## src/rtl/exc_pkg.sv

```systemverilog
package exc_pkg;

    localparam int WORD_W   = 16;
    localparam int PC_W     = 2 * WORD_W;
    localparam int SR_S_BIT = 13;
    localparam int SR_M_LSB = 8;

    typedef struct packed {
        logic x;
        logic n;
        logic z;
        logic v;
        logic c;
    } ccr_t;

    typedef struct packed {
        logic       s;
        logic [2:0] mask;
        ccr_t       f;
    } sr_fields_t;

    typedef enum logic [2:0] {
        ST_IDLE,
        ST_PC_HI,
        ST_PC_LO,
        ST_SR,
        ST_VEC_HI,
        ST_VEC_LO
    } exc_state_e;

    function automatic logic [WORD_W-1:0] sr_pack(input logic s, input logic [2:0] mask, input ccr_t f);
        logic [WORD_W-1:0] r;
        r = '0;
        r[SR_S_BIT] = s;
        r[SR_M_LSB +: 3] = mask;
        r[4:0] = f;
        return r;
    endfunction

    function automatic sr_fields_t sr_unpack(input logic [WORD_W-1:0] w);
        sr_fields_t r;
        r.s    = w[SR_S_BIT];
        r.mask = w[SR_M_LSB +: 3];
        r.f    = ccr_t'(w[4:0]);
        return r;
    endfunction

endpackage

```

## src/rtl/exc_sp_select.sv

```systemverilog
module exc_sp_select #(
    parameter int ADDR_W = 32
) (
    input  logic              old_s,
    input  logic              new_s,
    input  logic [ADDR_W-1:0] a7,
    input  logic [ADDR_W-1:0] usp,
    input  logic [ADDR_W-1:0] ssp,
    output logic [ADDR_W-1:0] a7_n,
    output logic [ADDR_W-1:0] usp_n,
    output logic [ADDR_W-1:0] ssp_n
);
    always_comb begin
        a7_n  = a7;
        usp_n = usp;
        ssp_n = ssp;
        if (!old_s && new_s) begin
            usp_n = a7;
            a7_n  = ssp;
        end else if (old_s && !new_s) begin
            ssp_n = a7;
            a7_n  = usp;
        end
    end
endmodule

```

## src/rtl/exc_port_drive.sv

```systemverilog
module exc_port_drive
    import exc_pkg::*;
#(
    parameter int ADDR_W = 32,
    parameter int VEC_W  = 8
) (
    input  exc_state_e         state,
    input  logic [ADDR_W-1:0]  a7,
    input  logic [PC_W-1:0]    pc,
    input  logic [WORD_W-1:0]  sr_saved,
    input  logic [VEC_W-1:0]   vec,
    output logic               req,
    output logic               we,
    output logic [ADDR_W-1:0]  addr,
    output logic [WORD_W-1:0]  wdata
);
    localparam int PAD_W = ADDR_W - VEC_W - 2;

    logic [ADDR_W-1:0] vec_base;
    assign vec_base = {{PAD_W{1'b0}}, vec, 2'b00};

    always_comb begin
        req   = 1'b1;
        we    = 1'b0;
        addr  = '0;
        wdata = '0;
        unique case (state)
            ST_PC_HI: begin
                we    = 1'b1;
                addr  = a7;
                wdata = pc[PC_W-1 -: WORD_W];
            end
            ST_PC_LO: begin
                we    = 1'b1;
                addr  = a7 + ADDR_W'(2);
                wdata = pc[WORD_W-1:0];
            end
            ST_SR: begin
                we    = 1'b1;
                addr  = a7;
                wdata = sr_saved;
            end
            ST_VEC_HI: addr = vec_base;
            ST_VEC_LO: addr = vec_base + ADDR_W'(2);
            default:   req  = 1'b0;
        endcase
    end
endmodule

```

## src/rtl/exc_entry_seq.sv

```systemverilog
module exc_entry_seq
    import exc_pkg::*;
#(
    parameter int ADDR_W = 32,
    parameter int VEC_W  = 8
) (
    input  logic              clk,
    input  logic              rst,
    input  logic              start,
    input  logic [VEC_W-1:0]  vec_num,
    input  logic [31:0]       cur_pc,
    input  logic [4:0]        ccr_in,
    input  logic [2:0]        mask_in,
    input  logic              s_in,
    input  logic [ADDR_W-1:0] a7_in,
    input  logic [ADDR_W-1:0] usp_in,
    input  logic [ADDR_W-1:0] ssp_in,
    input  logic              sr_load,
    input  logic [15:0]       sr_wdata,
    output logic              busy,
    output logic              done,
    output logic [31:0]       new_pc,
    output logic              s_out,
    output logic [2:0]        mask_out,
    output logic [4:0]        ccr_out,
    output logic [15:0]       sr_out,
    output logic [ADDR_W-1:0] a7_out,
    output logic [ADDR_W-1:0] usp_out,
    output logic [ADDR_W-1:0] ssp_out,
    output logic              mem_req,
    output logic              mem_we,
    output logic [ADDR_W-1:0] mem_addr,
    output logic [15:0]       mem_wdata,
    input  logic [15:0]       mem_rdata,
    input  logic              mem_ack
);
    exc_state_e         state;
    logic [ADDR_W-1:0]  a7_r, usp_r, ssp_r;
    logic               s_r;
    logic [2:0]         mask_r;
    ccr_t               ccr_r;
    logic [PC_W-1:0]    pc_r, new_pc_r;
    logic [WORD_W-1:0]  sr_saved;
    logic [VEC_W-1:0]   vec_r;
    logic               done_r;

    sr_fields_t         wr_fields;
    logic               sel_new_s;
    logic [ADDR_W-1:0]  a7_n, usp_n, ssp_n;
    logic               xfer;

    assign wr_fields = sr_unpack(sr_wdata);
    // Entry always targets supervisor mode; a load takes the written S.
    assign sel_new_s = start ? 1'b1 : wr_fields.s;
    assign xfer      = mem_req && mem_ack;

    exc_sp_select #(.ADDR_W(ADDR_W)) sp_sel_i (
        .old_s (s_in),
        .new_s (sel_new_s),
        .a7    (a7_in),
        .usp   (usp_in),
        .ssp   (ssp_in),
        .a7_n  (a7_n),
        .usp_n (usp_n),
        .ssp_n (ssp_n)
    );

    exc_port_drive #(.ADDR_W(ADDR_W), .VEC_W(VEC_W)) port_i (
        .state    (state),
        .a7       (a7_r),
        .pc       (pc_r),
        .sr_saved (sr_saved),
        .vec      (vec_r),
        .req      (mem_req),
        .we       (mem_we),
        .addr     (mem_addr),
        .wdata    (mem_wdata)
    );

    always_ff @(posedge clk) begin
        if (rst) begin
            state    <= ST_IDLE;
            a7_r     <= '0;
            usp_r    <= '0;
            ssp_r    <= '0;
            s_r      <= 1'b0;
            mask_r   <= '0;
            ccr_r    <= '0;
            pc_r     <= '0;
            new_pc_r <= '0;
            sr_saved <= '0;
            vec_r    <= '0;
            done_r   <= 1'b0;
        end else begin
            done_r <= 1'b0;
            unique case (state)
                ST_IDLE: begin
                    if (start) begin
                        // Pack before S is forced so the frame keeps the old mode.
                        sr_saved <= sr_pack(s_in, mask_in, ccr_t'(ccr_in));
                        pc_r     <= cur_pc;
                        vec_r    <= vec_num;
                        s_r      <= 1'b1;
                        mask_r   <= mask_in;
                        ccr_r    <= ccr_t'(ccr_in);
                        usp_r    <= usp_n;
                        ssp_r    <= ssp_n;
                        a7_r     <= a7_n - ADDR_W'(4);
                        state    <= ST_PC_HI;
                    end else if (sr_load) begin
                        s_r    <= wr_fields.s;
                        mask_r <= wr_fields.mask;
                        ccr_r  <= wr_fields.f;
                        a7_r   <= a7_n;
                        usp_r  <= usp_n;
                        ssp_r  <= ssp_n;
                    end
                end
                ST_PC_HI: if (xfer) state <= ST_PC_LO;
                ST_PC_LO: if (xfer) begin
                    a7_r  <= a7_r - ADDR_W'(2);
                    state <= ST_SR;
                end
                ST_SR: if (xfer) state <= ST_VEC_HI;
                ST_VEC_HI: if (xfer) begin
                    new_pc_r[PC_W-1 -: WORD_W] <= mem_rdata;
                    state <= ST_VEC_LO;
                end
                ST_VEC_LO: if (xfer) begin
                    new_pc_r[WORD_W-1:0] <= mem_rdata;
                    done_r <= 1'b1;
                    state  <= ST_IDLE;
                end
                default: state <= ST_IDLE;
            endcase
        end
    end

    assign busy     = (state != ST_IDLE);
    assign done     = done_r;
    assign new_pc   = new_pc_r;
    assign s_out    = s_r;
    assign mask_out = mask_r;
    assign ccr_out  = ccr_r;
    assign sr_out   = sr_pack(s_r, mask_r, ccr_r);
    assign a7_out   = a7_r;
    assign usp_out  = usp_r;
    assign ssp_out  = ssp_r;
endmodule

```

## config.mk

```make
export PLATFORM = sky130hd
export DESIGN_NAME = exc_entry_seq
export DESIGN_NICKNAME = d
export VERILOG_FILES = /design/src/rtl/exc_pkg.sv /design/src/rtl/exc_sp_select.sv /design/src/rtl/exc_port_drive.sv /design/src/rtl/exc_entry_seq.sv
export SDC_FILE = /design/constraint.sdc
export NUM_CORES = 1
export LEC_CHECK = 0
export ABC_CLOCK_PERIOD_IN_PS = 7550
export BUFFER_PORTS_ARGS = -buffer_cell sky130_fd_sc_hd__clkbuf_2
export CAP_MARGIN = 20
export CORE_UTILIZATION = 30
export DETAILED_ROUTE_END_ITERATION = 10
export PLACE_DENSITY = 0.6
export SYNTH_ARGS = -nofsm -noshare
export SYNTH_HDL_FRONTEND = slang
export SYNTH_SLANG_ARGS = --single-unit
export TNS_END_PERCENT = 5
```

## constraint.sdc

```tcl
create_clock -name clk -period 7.55 [get_ports clk]
set_input_delay 1.1325 -clock clk [delete_from_list [all_inputs] [get_ports clk]]
set_output_delay 1.1325 -clock clk [all_outputs]
set_load 0.005 [all_outputs]
```

Yosys cells after proc, flatten, opt, wreduce, memory -nomap -nowiden
Cells that the tools add are included.
{"block": "totals", "ff_bits": 190, "out_inout_bits": 205, "wordCells": 85, "input_bits": 182}
{"block": "classes", "n_eq_ne": 12, "n_mux": 32, "n_reduce_logical": 19, "addsub": 4, "n_bitwise": 1}
{"operator": "32-bit 2-to-1 mux", "count": 12}
{"operator": "32-bit case mux with 4 select lines", "count": 1}
{"operator": "32-bit case mux with 2 select lines", "count": 1}
{"operator": "16-bit case mux with 3 select lines", "count": 1}
{"operator": "32-bit by 2-bit adder with 32-bit output, second input constant", "count": 1}
{"operator": "32-bit by 2-bit subtractor with 32-bit output, second input constant", "count": 1}
{"operator": "32-bit by 3-bit subtractor with 32-bit output, second input constant", "count": 1}
{"operator": "3-bit 2-to-1 mux", "count": 8}
{"operator": "3-bit case mux with 6 select lines", "count": 1}
{"operator": "2-bit inequality test, second input constant", "count": 6}
{"operator": "10-bit by 2-bit adder with 11-bit output, second input constant", "count": 1}
{"operator": "5-bit 2-to-1 mux", "count": 2}
{"operator": "2-bit AND reduction", "count": 4}
{"operator": "3-bit by 2-bit equality test with 1-bit output, second input constant", "count": 2}
{"operator": "3-bit equality test, second input constant", "count": 2}
{"operator": "1-bit 2-to-1 mux", "count": 6}
{"operator": "6-bit AND reduction", "count": 1}
{"operator": "5-bit OR reduction", "count": 1}
{"operator": "2-bit nonzero test", "count": 2}
{"operator": "2-bit OR reduction", "count": 2}
{"operator": "3-bit by 1-bit equality test with 1-bit output, second input constant", "count": 1}
{"operator": "1-bit logical AND", "count": 3}
{"operator": "3-bit zero test", "count": 1}
{"operator": "3-bit inequality test, second input constant", "count": 1}
{"operator": "other kinds (5)", "count": 6}

Longest topological paths before layout
{"block": "depth", "word_depth": 8, "mapped_depth": 16, "depth_no_buf": 11}

Hierarchy
Synthesis repeated with hierarchy kept, for this count alone.
{"block": "hier_totals", "cells_unflattened": 1513, "hier_area_um2": 11990.2}
{"module": "exc_entry_seq", "area_per_inst_um2": 8201.6, "n_inst": 1, "seq_area_each_um2": 3803.6, "cells_per_inst": 1068}
{"module": "exc_sp_select", "area_per_inst_um2": 2112.0, "n_inst": 1, "seq_area_each_um2": 0.0, "cells_per_inst": 181}
{"module": "exc_port_drive", "area_per_inst_um2": 1676.6, "n_inst": 1, "seq_area_each_um2": 0.0, "cells_per_inst": 264}

Worst setup path after synthesis
Ideal clock, no wire load.
{"block": "synth_timing", "path_kind": "input port to flip-flop", "start": "input port sr_wdata[13]", "end": "register a7_r[30] (netlist: a7_out[30])", "setup_time_ns": 0.138, "slack_ns": 3.558, "cell_stages": 16, "arrival_ns": 3.855, "path_buffers": 5, "t_required_ns": 7.412, "cell_sequence": "buf_6 -> or2_1 -> buf_6 -> buf_6 -> buf_6 -> clkbuf_1 -> nand2_1 -> nand2_1 -> o21ai_0 -> ha_1 -> nand2_1 -> nor3_1 -> nand3_1 -> or3_1 -> o211ai_1 -> o221ai_1"}
{"block": "synth_via", "elab_chain_len": 8, "word_cells_on_any_way": 10, "cone_classes": "add/sub: 1; mux: 6; reduce/logical: 3"}
{"element": "start, declared", "line_no": "exc_entry_seq.sv:19", "source": "input logic [15:0] sr_wdata,"}
{"element": "1-bit 2-to-1 mux *", "line_no": "exc_entry_seq.sv:54", "source": "assign sel_new_s = start ? 1'b1 : wr_fields.s;"}
{"element": "1-bit zero test", "line_no": "exc_sp_select.sv:20", "source": "end else if (old_s && !new_s) begin"}
{"element": "1-bit logical AND", "line_no": "exc_sp_select.sv:20"}
{"element": "32-bit 2-to-1 mux", "line_no": "exc_sp_select.sv:20"}
{"element": "32-bit 2-to-1 mux *", "line_no": "exc_sp_select.sv:17", "source": "if (!old_s && new_s) begin"}
{"element": "32-bit by 3-bit subtractor with 32-bit output or 32-bit 2-to-1 mux (tied branches)", "line_no": "exc_entry_seq.sv:108, exc_entry_seq.sv:110"}
{"element": "32-bit 2-to-1 mux *", "line_no": "exc_entry_seq.sv:98", "source": "if (start) begin"}
{"element": "32-bit case mux with 2 select lines *", "line_no": "exc_entry_seq.sv:96", "source": "unique case (state)"}
{"element": "end signal, assigned", "line_no": "exc_entry_seq.sv:108", "source": "a7_r <= a7_n - ADDR_W'(4);"}
{"element": "end signal, assigned", "line_no": "exc_entry_seq.sv:114", "source": "a7_r <= a7_n;"}
{"element": "end signal, assigned", "line_no": "exc_entry_seq.sv:121", "source": "a7_r <= a7_r - ADDR_W'(2);"}
{"element": "end, declared", "line_no": "exc_entry_seq.sv:38", "source": "logic [ADDR_W-1:0] a7_r, usp_r, ssp_r;"}
Every way passes the cells marked *; elsewhere a longest branch is shown, timed or not. The select of a mux whose other input is x is not followed.
A chain may end at the register's enable or synchronous reset.

Final worst setup path
{"block": "layout_timing", "start": "register a7_r[14] (netlist: a7_out[14])", "end": "output port mem_addr[30]"}
{"block": "layout_via", "elab_chain_len": 2}
{"element": "32-bit by 2-bit adder with 32-bit output", "line_no": "exc_port_drive.sv:35", "source": "addr = a7 + ADDR_W'(2);"}
{"element": "32-bit case mux with 4 select lines", "line_no": "exc_port_drive.sv:27", "source": "unique case (state)"}
{"element": "end, declared", "line_no": "exc_entry_seq.sv:32", "source": "output logic [ADDR_W-1:0] mem_addr,"}
Every way passes these cells.

==> metrics.md <==
| Metric | Value |
|---|---|
| Kind of critical path | reg -> out |
| DR DRC count | 0 |
| DR iter-0 viols | 704 |
| Layout cells sized above 1 | 26.3% |
| Synth top area cells | dfxtp_1 (34%), mux2i_1 (11%), nand2_1 (8.9%), a21oi_1 (5.8%), a211oi_1 (5.2%) |
| Vias in the first global route | 11100 |
| Post-placement cell count | 2206 |
| Pleak | 6.05 nW |
| Fin util | a little under two fifths |
| Outcome | complete, no violations |
| Total CTS buffers | 17 |
| Routed via count | 11800 |
| DR pass1 iterations | 5 |
| Die area | 38400 um^2 |
| Synth cell types | 65 |
| Worst hold path class | reg -> reg |
| Clock Tree Buf Depth | 2 |
| Critical Path Sink Type | output pin |
| Clock transition at path regs | ~80 ps |
| Synth-to-Final Area Change | 23.4% |
| Peak VDD IR | 0.174 mV |
| Fin area | approximately 14000 um^2 |
| Cell with the most instances after synthesis | nand2_1 |
| Yosys warning total | 0 |
| WHS | 453 ps |
| Worst path cell trace | and4_1, nand3_1, nor3_1, nand2_1, nor2_1, nand4_1, or3_1, o21ai_0, clkbuf_2 |
| Layout Skew | 12.5 ps |
| Slowest cell on the critical path | dfxtp_1 |
| Hold buffer count at CTS | 0 |
| Worst Setup Start Kind | register |
| Die Width | approximately 200 um |
| Setup_tns | 0 ps |
| CP required | 6420 ps |
| Die height | around 200 um |
| GRT Total Usage | 20.8% |
| Synth Instances | approximately 1500 |
| Total power per unit cell area | 226 nW/um^2 |
| Async SR Flop Fraction | 0% |
| Data arrival time of the worst path | 3140 ps |
| Post-CTS sizing | 0 |
| Worst Tran Pin Value | 989 ps |
| Setup Buffers After CTS | 0 |
| Vias per cell | about 5.3 |
| I/O Buffers | 372 |
| #FFs+latches synth | 190 |
| DP Area | 13200 um^2 |
| Hpwl dp | 29500 um |
| H-Tree Depth | 4 |
| Minimum clock period | 4280 ps |
| Top FF cell, synth | dfxtp_1 |
| Worst-path fanout max | 13 |
| IO Pins | 387 |
| Final setup violation count | 0 |
| GPL Wtd Cong | 0.840 |
| Max stage delay on crit path | between 600 and 700 ps |
| Synth top area share | 33.7% |
| Routed WL per cell | 18.2 um |
| First-pass GRT wire length | 62200 um |
| Total Wirelength | between 40000 and 50000 um |
| Overall power | 3.15 mW |
| Routed Antenna Nets | 0 |
| Nets | 1942 |
| Final global-route overflow total | 0 |
| Post-synth top cells | nand2_1 (268), dfxtp_1 (190), nor2_1 (142) |
| Final Cycle Share | 56.7% |
| EDFF count, synth | 0 |
| Maxcap violations | 0 |
| Final hold vios | 0 |
| Max-slew violation count | 0 |
| Yosys top cell by area | dfxtp_1 |
| CTS tree | done |
| Initial Utilization | between 30% and 40% |
| Seq/Total Area, Yosys | 33.7% |
| Setup WS post-layout | 3270 ps |
| Core Area | between 30000 and 40000 um^2 |
| Mapped Area | around 11000 um^2 |
| Root Buffer | clkbuf_16 |
| Fmax | 234 MHz |
| Largest net degree at the start of global routing | 102 |
| Num rows | 70 |
| Worst slack, placed | around 2900 ps |
| RSZ-0062 raised after global routing | no |
| Post-route insts no fill | 2236 |
| Fill count | 3912 |
| Clock Sink Count | 190 |
| Mapped Avg Cell Area | 7.56 um^2 |
| Skew-Pair Late Insertion Delay | 450 ps |
| Rel. slew slack | around a third |
| Initial antenna violation count | 1 |
==> cells in the final DEF, fill, tap and decap left out, types with 3 or more instances in the layout <==
cell type and count:
a211oi_1 78, a21o_1 12, a21oi_1 131, a22oi_1 20, a31oi_1 20, a32oi_1 3
and2_1 6, and3_1 10, and4_1 3, buf_4 19, bufinv_16 8, clkbuf_16 17
clkbuf_2 371, conb_1 7, dfxtp_1 189, ha_1 3, inv_1 10, mux2_2 17
mux2i_1 126, nand2_1 268, nand2b_1 6, nand3_1 30, nand4_1 12, nor2_1 140
nor2b_1 9, nor3_1 39, nor3b_1 7, nor4_1 13, nor4_2 6, o211ai_1 9
o21a_1 5, o21ai_0 75, o221ai_1 3, o22ai_1 10, or2_2 5, or3_1 14
or4_1 6, xnor2_1 10, xor2_1 8
==> power by group <==
group	total, mW	switching [mW]	leakage, nW	internal, mW
Sequential	1.24	0.127	1.56	1.11
Clock	1.10	0.414	0.329	0.684
Combinational	0.809	0.486	4.15	0.323
Total	3.15	1.03	6.05	2.12
==> path summary, 6_finish.rpt <==
kind	from	end	slack, ps	depth (start not counted)
worst max-delay path	a7_out[14]$_SDFFE_PP0P_	mem_addr[30]	3270	9
worst min register to register	pc_r[8]$_SDFFE_PP0P_	pc_r[8]$_SDFFE_PP0P_	450	2
worst min-delay path	pc_r[8]$_SDFFE_PP0P_	pc_r[8]$_SDFFE_PP0P_	450	2
worst max register to register	state[0]$_SDFFE_PP0P_	a7_out[30]$_SDFFE_PP0P_	3760	9
==> cell type report <==
| type | instances | area [um^2] | share of cell area (%) |
|---|---|---|---|
| Multi-Input combinational cell | 1147 | 6790 | 48.8 |
| Sequential cell | 190 | 3800 | 27.3 |
| Timing Repair Buffer | 391 | 2010 | 14.4 |
| Tap cell | 468 | 586 | 4.20 |
| Clock buffer | 18 | 429 | 3.08 |
| Clock inverter | 11 | 264 | 1.90 |
| Inverter | 10 | 37.5 | 0.270 |
| Antenna cell | 1 | 2.50 | 0.0180 |
==> layer usage <==
| layer | global-route usage [%] | share of wire (%) | vias to the layer above |
|---|---|---|---|
| met1 | 25.0 | 42 | 5548 |
| li1 | - | - | 5804 |
| met3 | 5.43 | 6.6 | 61 |
| met2 | 34.9 | 48 | 364 |
| met5 | 0 | 0 | - |
| met4 | 8.91 | 3.3 | 0 |
==> registers in the layout (all words and copies together), names as in the netlist, 5 cells and up <==
register,count
ssp_out,32
vec_r,8
new_pc,32
pc_r,32
a7_out,32
usp_out,32
ccr_out,5
sr_saved,9
==> logic make-up after synthesis <==
logic type	count (synthesis)	synth area share (%)
and+or+nand+nor	593	24.1
AOI/OAI and AO/OA	381	20.7
DFF	190	33.7
buffers and inverters	161	6.50
muxes	145	13.3
xor gates and xnor gates	18	1.40
adders and majority gates	3	0.333
other	1	0.0332
==> critical path: cells and delay by family (launching register included) <==
family / cells / cell delay (ps)
AO/OA/AOI/OAI: 1 / 90
buffers and inverters: 1 / 150
AND/OR/NAND/NOR: 7 / 1820
flip-flops: 1 / 640
(Power assumes the default switching activity.)
